**config.mk**
```make
export PLATFORM = sky130hd
export DESIGN_NAME = ovs_frame_rx
export DESIGN_NICKNAME = d
export VERILOG_FILES = /design/src/rtl/ovsrx_pkg.sv /design/src/rtl/ovsrx_ctrl.sv /design/src/rtl/ovsrx_dp.sv /design/src/rtl/ovs_frame_rx.sv
export SDC_FILE = /design/constraint.sdc
export NUM_CORES = 1
export LEC_CHECK = 0
export ABC_AREA = 1
export BUFFER_PORTS_ARGS = -buffer_cell sky130_fd_sc_hd__buf_2
export CORE_UTILIZATION = 40
export CTS_BUF_LIST = sky130_fd_sc_hd__clkbuf_4 sky130_fd_sc_hd__clkbuf_8 sky130_fd_sc_hd__clkbuf_16
export DETAILED_ROUTE_END_ITERATION = 10
export PLACE_DENSITY = 0.58
export SYNTH_ARGS = -nofsm -noshare
export SYNTH_HDL_FRONTEND = slang
export SYNTH_SLANG_ARGS = --single-unit
```
**constraint.sdc**
```tcl
create_clock -name clk -period 1.65 [get_ports clk]
set_clock_uncertainty 0.15 [all_clocks]
set_input_delay 0.2475 -clock clk [delete_from_list [all_inputs] [get_ports clk]]
set_output_delay 0.2475 -clock clk [all_outputs]
set_load 0.01 [all_outputs]
```
**src/rtl/ovsrx_pkg.sv**
```systemverilog
package ovsrx_pkg;

  typedef enum logic [0:0] {
    RX_IDLE   = 1'b0,
    RX_ACTIVE = 1'b1
  } rxState_t;

  // strobes from control to datapath, each valid for one clock
  typedef struct packed {
    logic takeA;    // capture first vote sample
    logic takeB;    // capture second vote sample
    logic shiftBit; // shift decided data bit into assembly register
    logic loadOut;  // transfer assembled frame to outputs and set flag
  } rxStrobe_t;

endpackage

```
**src/rtl/ovsrx_ctrl.sv**
```systemverilog
module ovsrx_ctrl
  import ovsrx_pkg::*;
#(
  parameter int DATA_BITS   = 8,
  parameter int OVS_RATE    = 16,
  parameter int VOTE_CENTER = 9
) (
  input  logic      clk,
  input  logic      rstN,
  input  logic      rxEnable,
  input  logic      addrFilter,
  input  logic      tick16,
  input  logic      fallSeen,
  input  logic      voteBit,
  input  logic      doneFlag,
  output rxStrobe_t stb
);

  localparam int CNT_W      = $clog2(OVS_RATE);
  localparam int FRAME_BITS = DATA_BITS + 3;
  localparam int IDX_W      = $clog2(FRAME_BITS);
  localparam logic [CNT_W-1:0] SLICE_A    = CNT_W'(VOTE_CENTER - 1);
  localparam logic [CNT_W-1:0] SLICE_B    = CNT_W'(VOTE_CENTER);
  localparam logic [CNT_W-1:0] SLICE_DEC  = CNT_W'(VOTE_CENTER + 1);
  localparam logic [CNT_W-1:0] SLICE_LAST = CNT_W'(OVS_RATE - 1);
  localparam logic [IDX_W-1:0] IDX_STOP   = IDX_W'(FRAME_BITS - 1);

  rxState_t         state;
  logic [CNT_W-1:0] sliceCnt;
  logic [IDX_W-1:0] bitIdx;

  logic activeTick, decide, atStart, atStop, falseStart, endFrame;

  always_comb begin
    activeTick = tick16 && rxEnable && (state == RX_ACTIVE);
    decide     = activeTick && (sliceCnt == SLICE_DEC);
    atStart    = (bitIdx == '0);
    atStop     = (bitIdx == IDX_STOP);
    falseStart = decide && atStart && voteBit;
    endFrame   = decide && atStop;

    stb          = '0;
    stb.takeA    = activeTick && (sliceCnt == SLICE_A);
    stb.takeB    = activeTick && (sliceCnt == SLICE_B);
    stb.shiftBit = decide && !atStart && !atStop;
    stb.loadOut  = endFrame && !doneFlag && (!addrFilter || voteBit);
  end

  always_ff @(posedge clk or negedge rstN) begin
    if (!rstN) begin
      state    <= RX_IDLE;
      sliceCnt <= '0;
      bitIdx   <= '0;
    end else if (!rxEnable) begin
      state    <= RX_IDLE;
      sliceCnt <= '0;
      bitIdx   <= '0;
    end else begin
      unique case (state)
        RX_IDLE: begin
          if (tick16 && fallSeen) begin
            state    <= RX_ACTIVE;
            sliceCnt <= '0;
            bitIdx   <= '0;
          end
        end
        RX_ACTIVE: begin
          if (tick16) begin
            sliceCnt <= sliceCnt + 1'b1;
            if (sliceCnt == SLICE_LAST) bitIdx <= bitIdx + 1'b1;
            if (falseStart || endFrame) begin
              state    <= RX_IDLE;
              sliceCnt <= '0;
              bitIdx   <= '0;
            end
          end
        end
        default: state <= RX_IDLE;
      endcase
    end
  end

  // disabled receiver is idle on the following cycle
  p_disabled_idle_r1: assert property (@(posedge clk) disable iff (!rstN)
    !rxEnable |=> (state == RX_IDLE));

  // a detected edge realigns the slice counter
  p_edge_realign_r2: assert property (@(posedge clk) disable iff (!rstN)
    (state == RX_IDLE && rxEnable && tick16 && fallSeen)
      |=> (state == RX_ACTIVE && sliceCnt == '0 && bitIdx == '0));

  // high start decision returns to idle
  p_false_start_r4: assert property (@(posedge clk) disable iff (!rstN)
    (decide && atStart && voteBit) |=> (state == RX_IDLE));

  // idle right after the stop-bit decision
  p_stop_mid_idle_r9: assert property (@(posedge clk) disable iff (!rstN)
    (decide && atStop) |=> (state == RX_IDLE));

  // a load is never issued while the flag is set
  p_load_needs_clear_r6: assert property (@(posedge clk) disable iff (!rstN)
    stb.loadOut |-> !doneFlag);

  // at most one strobe in a cycle
  p_single_strobe_r3: assert property (@(posedge clk) disable iff (!rstN)
    $onehot0({stb.takeA, stb.takeB, stb.shiftBit, stb.loadOut}));

endmodule

```
**src/rtl/ovsrx_dp.sv**
```systemverilog
module ovsrx_dp
  import ovsrx_pkg::*;
#(
  parameter int DATA_BITS   = 8,
  parameter int SYNC_STAGES = 2
) (
  input  logic                 clk,
  input  logic                 rstN,
  input  logic                 rxLine,
  input  logic                 tick16,
  input  logic                 flagClear,
  input  rxStrobe_t            stb,
  output logic                 fallSeen,
  output logic                 voteBit,
  output logic [DATA_BITS-1:0] rxByte,
  output logic                 rxNinth,
  output logic                 rxDone
);

  localparam int SHIFT_W = DATA_BITS + 1;

  logic [SYNC_STAGES-1:0] syncPipe;
  logic                   lineSync;
  logic                   prevLine;
  logic                   sampA, sampB;
  logic [SHIFT_W-1:0]     assembleReg;
  logic [DATA_BITS-1:0]   byteReg;
  logic                   ninthReg;
  logic                   doneReg;

  generate
    if (SYNC_STAGES > 1) begin : g_multi_sync
      always_ff @(posedge clk or negedge rstN) begin
        if (!rstN) syncPipe <= '1;
        else       syncPipe <= {syncPipe[SYNC_STAGES-2:0], rxLine};
      end
    end else begin : g_single_sync
      always_ff @(posedge clk or negedge rstN) begin
        if (!rstN) syncPipe <= '1;
        else       syncPipe <= rxLine;
      end
    end
  endgenerate

  assign lineSync = syncPipe[SYNC_STAGES-1];

  always_ff @(posedge clk or negedge rstN) begin
    if (!rstN)       prevLine <= 1'b1;
    else if (tick16) prevLine <= lineSync;
  end

  assign fallSeen = prevLine && !lineSync;

  always_ff @(posedge clk or negedge rstN) begin
    if (!rstN) begin
      sampA <= 1'b1;
      sampB <= 1'b1;
    end else begin
      if (stb.takeA) sampA <= lineSync;
      if (stb.takeB) sampB <= lineSync;
    end
  end

  // third sample is the live line on the deciding tick
  assign voteBit = (sampA & sampB) | (sampA & lineSync) | (sampB & lineSync);

  always_ff @(posedge clk or negedge rstN) begin
    if (!rstN)             assembleReg <= '0;
    else if (stb.shiftBit) assembleReg <= {voteBit, assembleReg[SHIFT_W-1:1]};
  end

  always_ff @(posedge clk or negedge rstN) begin
    if (!rstN) begin
      byteReg  <= '0;
      ninthReg <= 1'b0;
      doneReg  <= 1'b0;
    end else if (stb.loadOut) begin
      byteReg  <= assembleReg[DATA_BITS-1:0];
      ninthReg <= assembleReg[DATA_BITS];
      doneReg  <= 1'b1;
    end else if (flagClear) begin
      doneReg  <= 1'b0;
    end
  end

  assign rxByte  = byteReg;
  assign rxNinth = ninthReg;
  assign rxDone  = doneReg;

  // held outputs change only on a load
  p_hold_outputs_r6: assert property (@(posedge clk) disable iff (!rstN)
    !stb.loadOut |=> ($stable(byteReg) && $stable(ninthReg)));

  // flag rises after a load
  p_flag_set_r8: assert property (@(posedge clk) disable iff (!rstN)
    stb.loadOut |=> doneReg);

  // flag is sticky without a clear
  p_flag_sticky_r8: assert property (@(posedge clk) disable iff (!rstN)
    (doneReg && !flagClear) |=> doneReg);

  // clear strobe drops the flag
  p_flag_clear_r8: assert property (@(posedge clk) disable iff (!rstN)
    (flagClear && !stb.loadOut) |=> !doneReg);

endmodule

```
**src/rtl/ovs_frame_rx.sv**
```systemverilog
module ovs_frame_rx
  import ovsrx_pkg::*;
#(
  parameter int DATA_BITS   = 8,
  parameter int OVS_RATE    = 16,
  parameter int VOTE_CENTER = 9,
  parameter int SYNC_STAGES = 2
) (
  input  logic                 clk,
  input  logic                 rstN,
  input  logic                 rxLine,
  input  logic                 rxEnable,
  input  logic                 addrFilter,
  input  logic                 flagClear,
  input  logic                 tick16,
  output logic [DATA_BITS-1:0] rxByte,
  output logic                 rxNinth,
  output logic                 rxDone
);

  rxStrobe_t stb;
  logic      fallSeen;
  logic      voteBit;

  ovsrx_ctrl #(
    .DATA_BITS  (DATA_BITS),
    .OVS_RATE   (OVS_RATE),
    .VOTE_CENTER(VOTE_CENTER)
  ) u_ctrl (
    .clk       (clk),
    .rstN      (rstN),
    .rxEnable  (rxEnable),
    .addrFilter(addrFilter),
    .tick16    (tick16),
    .fallSeen  (fallSeen),
    .voteBit   (voteBit),
    .doneFlag  (rxDone),
    .stb       (stb)
  );

  ovsrx_dp #(
    .DATA_BITS  (DATA_BITS),
    .SYNC_STAGES(SYNC_STAGES)
  ) u_dp (
    .clk      (clk),
    .rstN     (rstN),
    .rxLine   (rxLine),
    .tick16   (tick16),
    .flagClear(flagClear),
    .stb      (stb),
    .fallSeen (fallSeen),
    .voteBit  (voteBit),
    .rxByte   (rxByte),
    .rxNinth  (rxNinth),
    .rxDone   (rxDone)
  );

endmodule

```
==> reports/results.tsv <==
stage	metric	value	unit
run_status	status	finished, violations left	
run_status	failing checks	negative setup slack	
power_and_ir_drop	leak pwr	0.992	nW
layout	nets	221	
clock_tree	clk slew on worst S/H paths	0.07	ns
layout	most common cell after layout, fill and taps aside	nand2_1	
worst_setup_path	Critical Path End Type	register	
global_routing	aggregate global routing overflow	0	
placement	Post-Place Cells	241	
worst_setup_path	CP Data Arrival Time	1.68	ns
timing	fin crit share	101	%
drt	DR vias/cell	4.81	
drt	DR vias	1232	
logic_synthesis	Cell Area, Synth	1560	µm²
die	Die H	64.4	µm
placement	DP Worst Slack	-0.0844	ns
drt	DRC Markers	0	
global_routing	vias in the first global route	1209	
layout	final cell count without fillers	256	
logic_synthesis	Seq/Total Area, Yosys	53.5	%
timing	Setup violations, final	2	
clock_tree	Clock Root Buffer	clkbuf_8	
die	die area	4140	µm²
timing	Worst Hold Slack	0.0621	ns
drt	WL per Instance	11.8	µm
power_and_ir_drop	PwrDens	770	nW/µm²
placement	I/O Buffers	16	
global_routing	Overall Global Routing Usage	16.6	%
worst_setup_path	R2R cell count	9	
clock_tree	CTS tree	yes	
worst_setup_path	critical setup path kind	reg2reg	
drt	Initial DRT Pass Iterations	5	
timing	relative slew slack	72.1	%
logic_synthesis	prevailing post-synth register cell	dfrtp_1	
die	Initial Util	42.2	%
timing	Max Slew Vio Count	0	
clock_tree	Skew-Pair Late Insertion Delay	0.28	ns
timing	Tightest Pin Transition	0.416	ns
logic_synthesis	count of state elements after synthesis	33	
worst_setup_path	Crit Path Max Fanout	8	
logic_synthesis	Netlist cell types	27	
layout	fraction of layout cells with a size suffix above 1	31.7	%
timing	setup TNS	-0.0102	ns
global_routing	number of antenna violations at the first check in global routing	0	
timing	RSZ-0062 raised after global routing	true	
timing	Final Hold Viols	0	
clock_tree	maximum root-to-sink buffer count	2	
power_and_ir_drop	VDD IR max	401	µV
drt	Detailed Route Iter0 Violations	64	
worst_setup_path	Startpoint Class	register	
clock_tree	clk sinks	33	
logic_synthesis	top cell type by total area after synthesis	dfrtp_1	
global_routing	first-pass GRT wire length	5.18	mm
layout	most frequent cells in the layout	nand2_1, dfrtp_1, buf_2, inv_1	
logic_synthesis	Cells after Synth	171	
logic_synthesis	Post-synth EDFFs	0	
logic_synthesis	synth warn	0	
placement	RePlAce Congestion	0.765	
logic_synthesis	syn nets	185	
timing	max frequency	603	MHz
drt	Final ANT Viol Nets	0	
min_path	hold depth	3	
placement	Post-DP Area	1770	µm²
layout	# diodes	0	
global_routing	largest net degree at the start of global routing	28	
min_path	HP Class	in2reg	
drt	Total Wirelength	3.02	mm
timing	Final Worst Setup Slack	-0.00917	ns
logic_synthesis	largest cells by area after synthesis	dfrtp_1, nand2_1, dfstp_2, ha_1, inv_1	
job	max-cap viol count	0	
die	Top Ports	17	
worst_setup_path	Worst Path Required	1.67	ns
logic_synthesis	post-synth top area share	45.1	%
die	Die W	64.4	µm
layout	Syn-to-layout area delta	26.3	%
clock_tree	CTS Buf Count	5	
logic_synthesis	Async SR Flop Fraction	100	%
die	num rows	22	
die	total core area	3690	µm²
logic_synthesis	Synth Area per Inst	9.09	µm²
clock_tree	H-tree depth	2	
layout	post-route cell area	1960	µm²
placement	DP HPWL	2.19	mm
layout	fill count	357	
timing	Tmin final	1.66	ns
## final cells by class
cell class	instances	area, µm²	area share (%)
inverters	19	73.8	3.76
flip-flops and latches	33	832	42.4
clock inverters	3	17.5	0.892
multi-input cells	116	701	35.7
well taps	48	60.1	3.06
repair buffers	32	211	10.8
clock buffers	5	68.8	3.50
## flip-flops by register name, indices dropped and copies added, names as in the netlist
register / cells
u_dp.prevLine: 1
u_ctrl.sliceCnt: 4
u_dp.syncPipe: 2
u_dp.rxDone: 1
u_dp.rxNinth: 1
u_dp.sampB: 1
u_ctrl.bitIdx: 4
u_dp.assembleReg: 9
u_dp.rxByte: 8
u_ctrl.state: 1
u_dp.sampA: 1
## metrics by stage
stage               power, mW  utilization [%]
floorplan               0.881                -
CTS                      1.53             51.4
finish                   1.51             53.3
global route             1.58             53.3
global placement        0.927             48.0
detailed placement      0.930             48.0
## Yosys cell counts, types with 2 or more instances
cell type   n
ha_1        7
dfrtp_1    28
nor3b_1     3
o21ai_2     5
a21oi_1     9
o21ai_0     6
nor2_1     15
nor3_1      2
dfstp_2     5
nand2_1    49
xor2_1      3
inv_1      17
nand4_1     2
nand3_1     7
## final timing paths
| kind | start | slack (ns) | end |
|---|---|---|---|
| max | u_ctrl.bitIdx[1]$_DFFE_PN0P_ | -0.009 | u_ctrl.bitIdx[3]$_DFFE_PN0P_ |
| min | tick16 | 0.06 | u_dp.prevLine$_DFFE_PN1P_ |
| max reg2reg | u_ctrl.bitIdx[1]$_DFFE_PN0P_ | -0.009 | u_ctrl.bitIdx[3]$_DFFE_PN0P_ |
| min reg2reg | u_dp.syncPipe[0]$_DFF_PN1_ | 0.21 | u_dp.syncPipe[1]$_DFF_PN1_ |
| max in group asynchronous | rstN | 0.55 | u_dp.sampA$_DFFE_PN1P_ |
| min in group asynchronous | rstN | 0.18 | u_ctrl.state$_DFF_PN0_ |
## critical path, stage by stage (launching register included)
cell     delay, ns
dfrtp_1       0.40
inv_1         0.07
ha_2          0.17
nor3b_4       0.24
nand3_2       0.13
nand4_1       0.11
buf_6         0.14
nor2_1        0.04
nand2_1       0.06
nand2_1       0.05
## power breakdown
part / switching, mW / leakage (nW) / internal [mW]
clock: 0.291 / 0.0439 / 0.290
sequential: 0.00572 / 0.422 / 0.822
combinational: 0.0610 / 0.527 / 0.0419
## layer usage
| metal | vias to the layer above | global-route usage [%] | share of wire (%) |
|---|---|---|---|
| li1 | 610 | - | - |
| met3 | 12 | 4.82 | 4.2 |
| met5 | - | 0 | 0 |
| met4 | 0 | 5.83 | 1.7 |
| met2 | 32 | 27.5 | 48 |
| met1 | 578 | 20.3 | 46 |
## cell families after synthesis
kind of cell / synth area share, %
flip-flops: 53.5
AO/OA/AOI/OAI: 9.01
AND/OR/NAND/NOR: 23.7
adder cells (fa/ha/maj): 5.63
buffers and inverters: 5.87
XOR/XNOR: 2.25
## repair_timing
action	in CTS	in global routing
gates resized for setup	1	14
pin swaps	3	7
endpoints found under the hold margin	31	0
endpoints found under the setup margin	19	27
setup buffers	1	3
hold buffers	3	0
cloned	0	0
No activity file was read; power rests on OpenSTA's default activity.
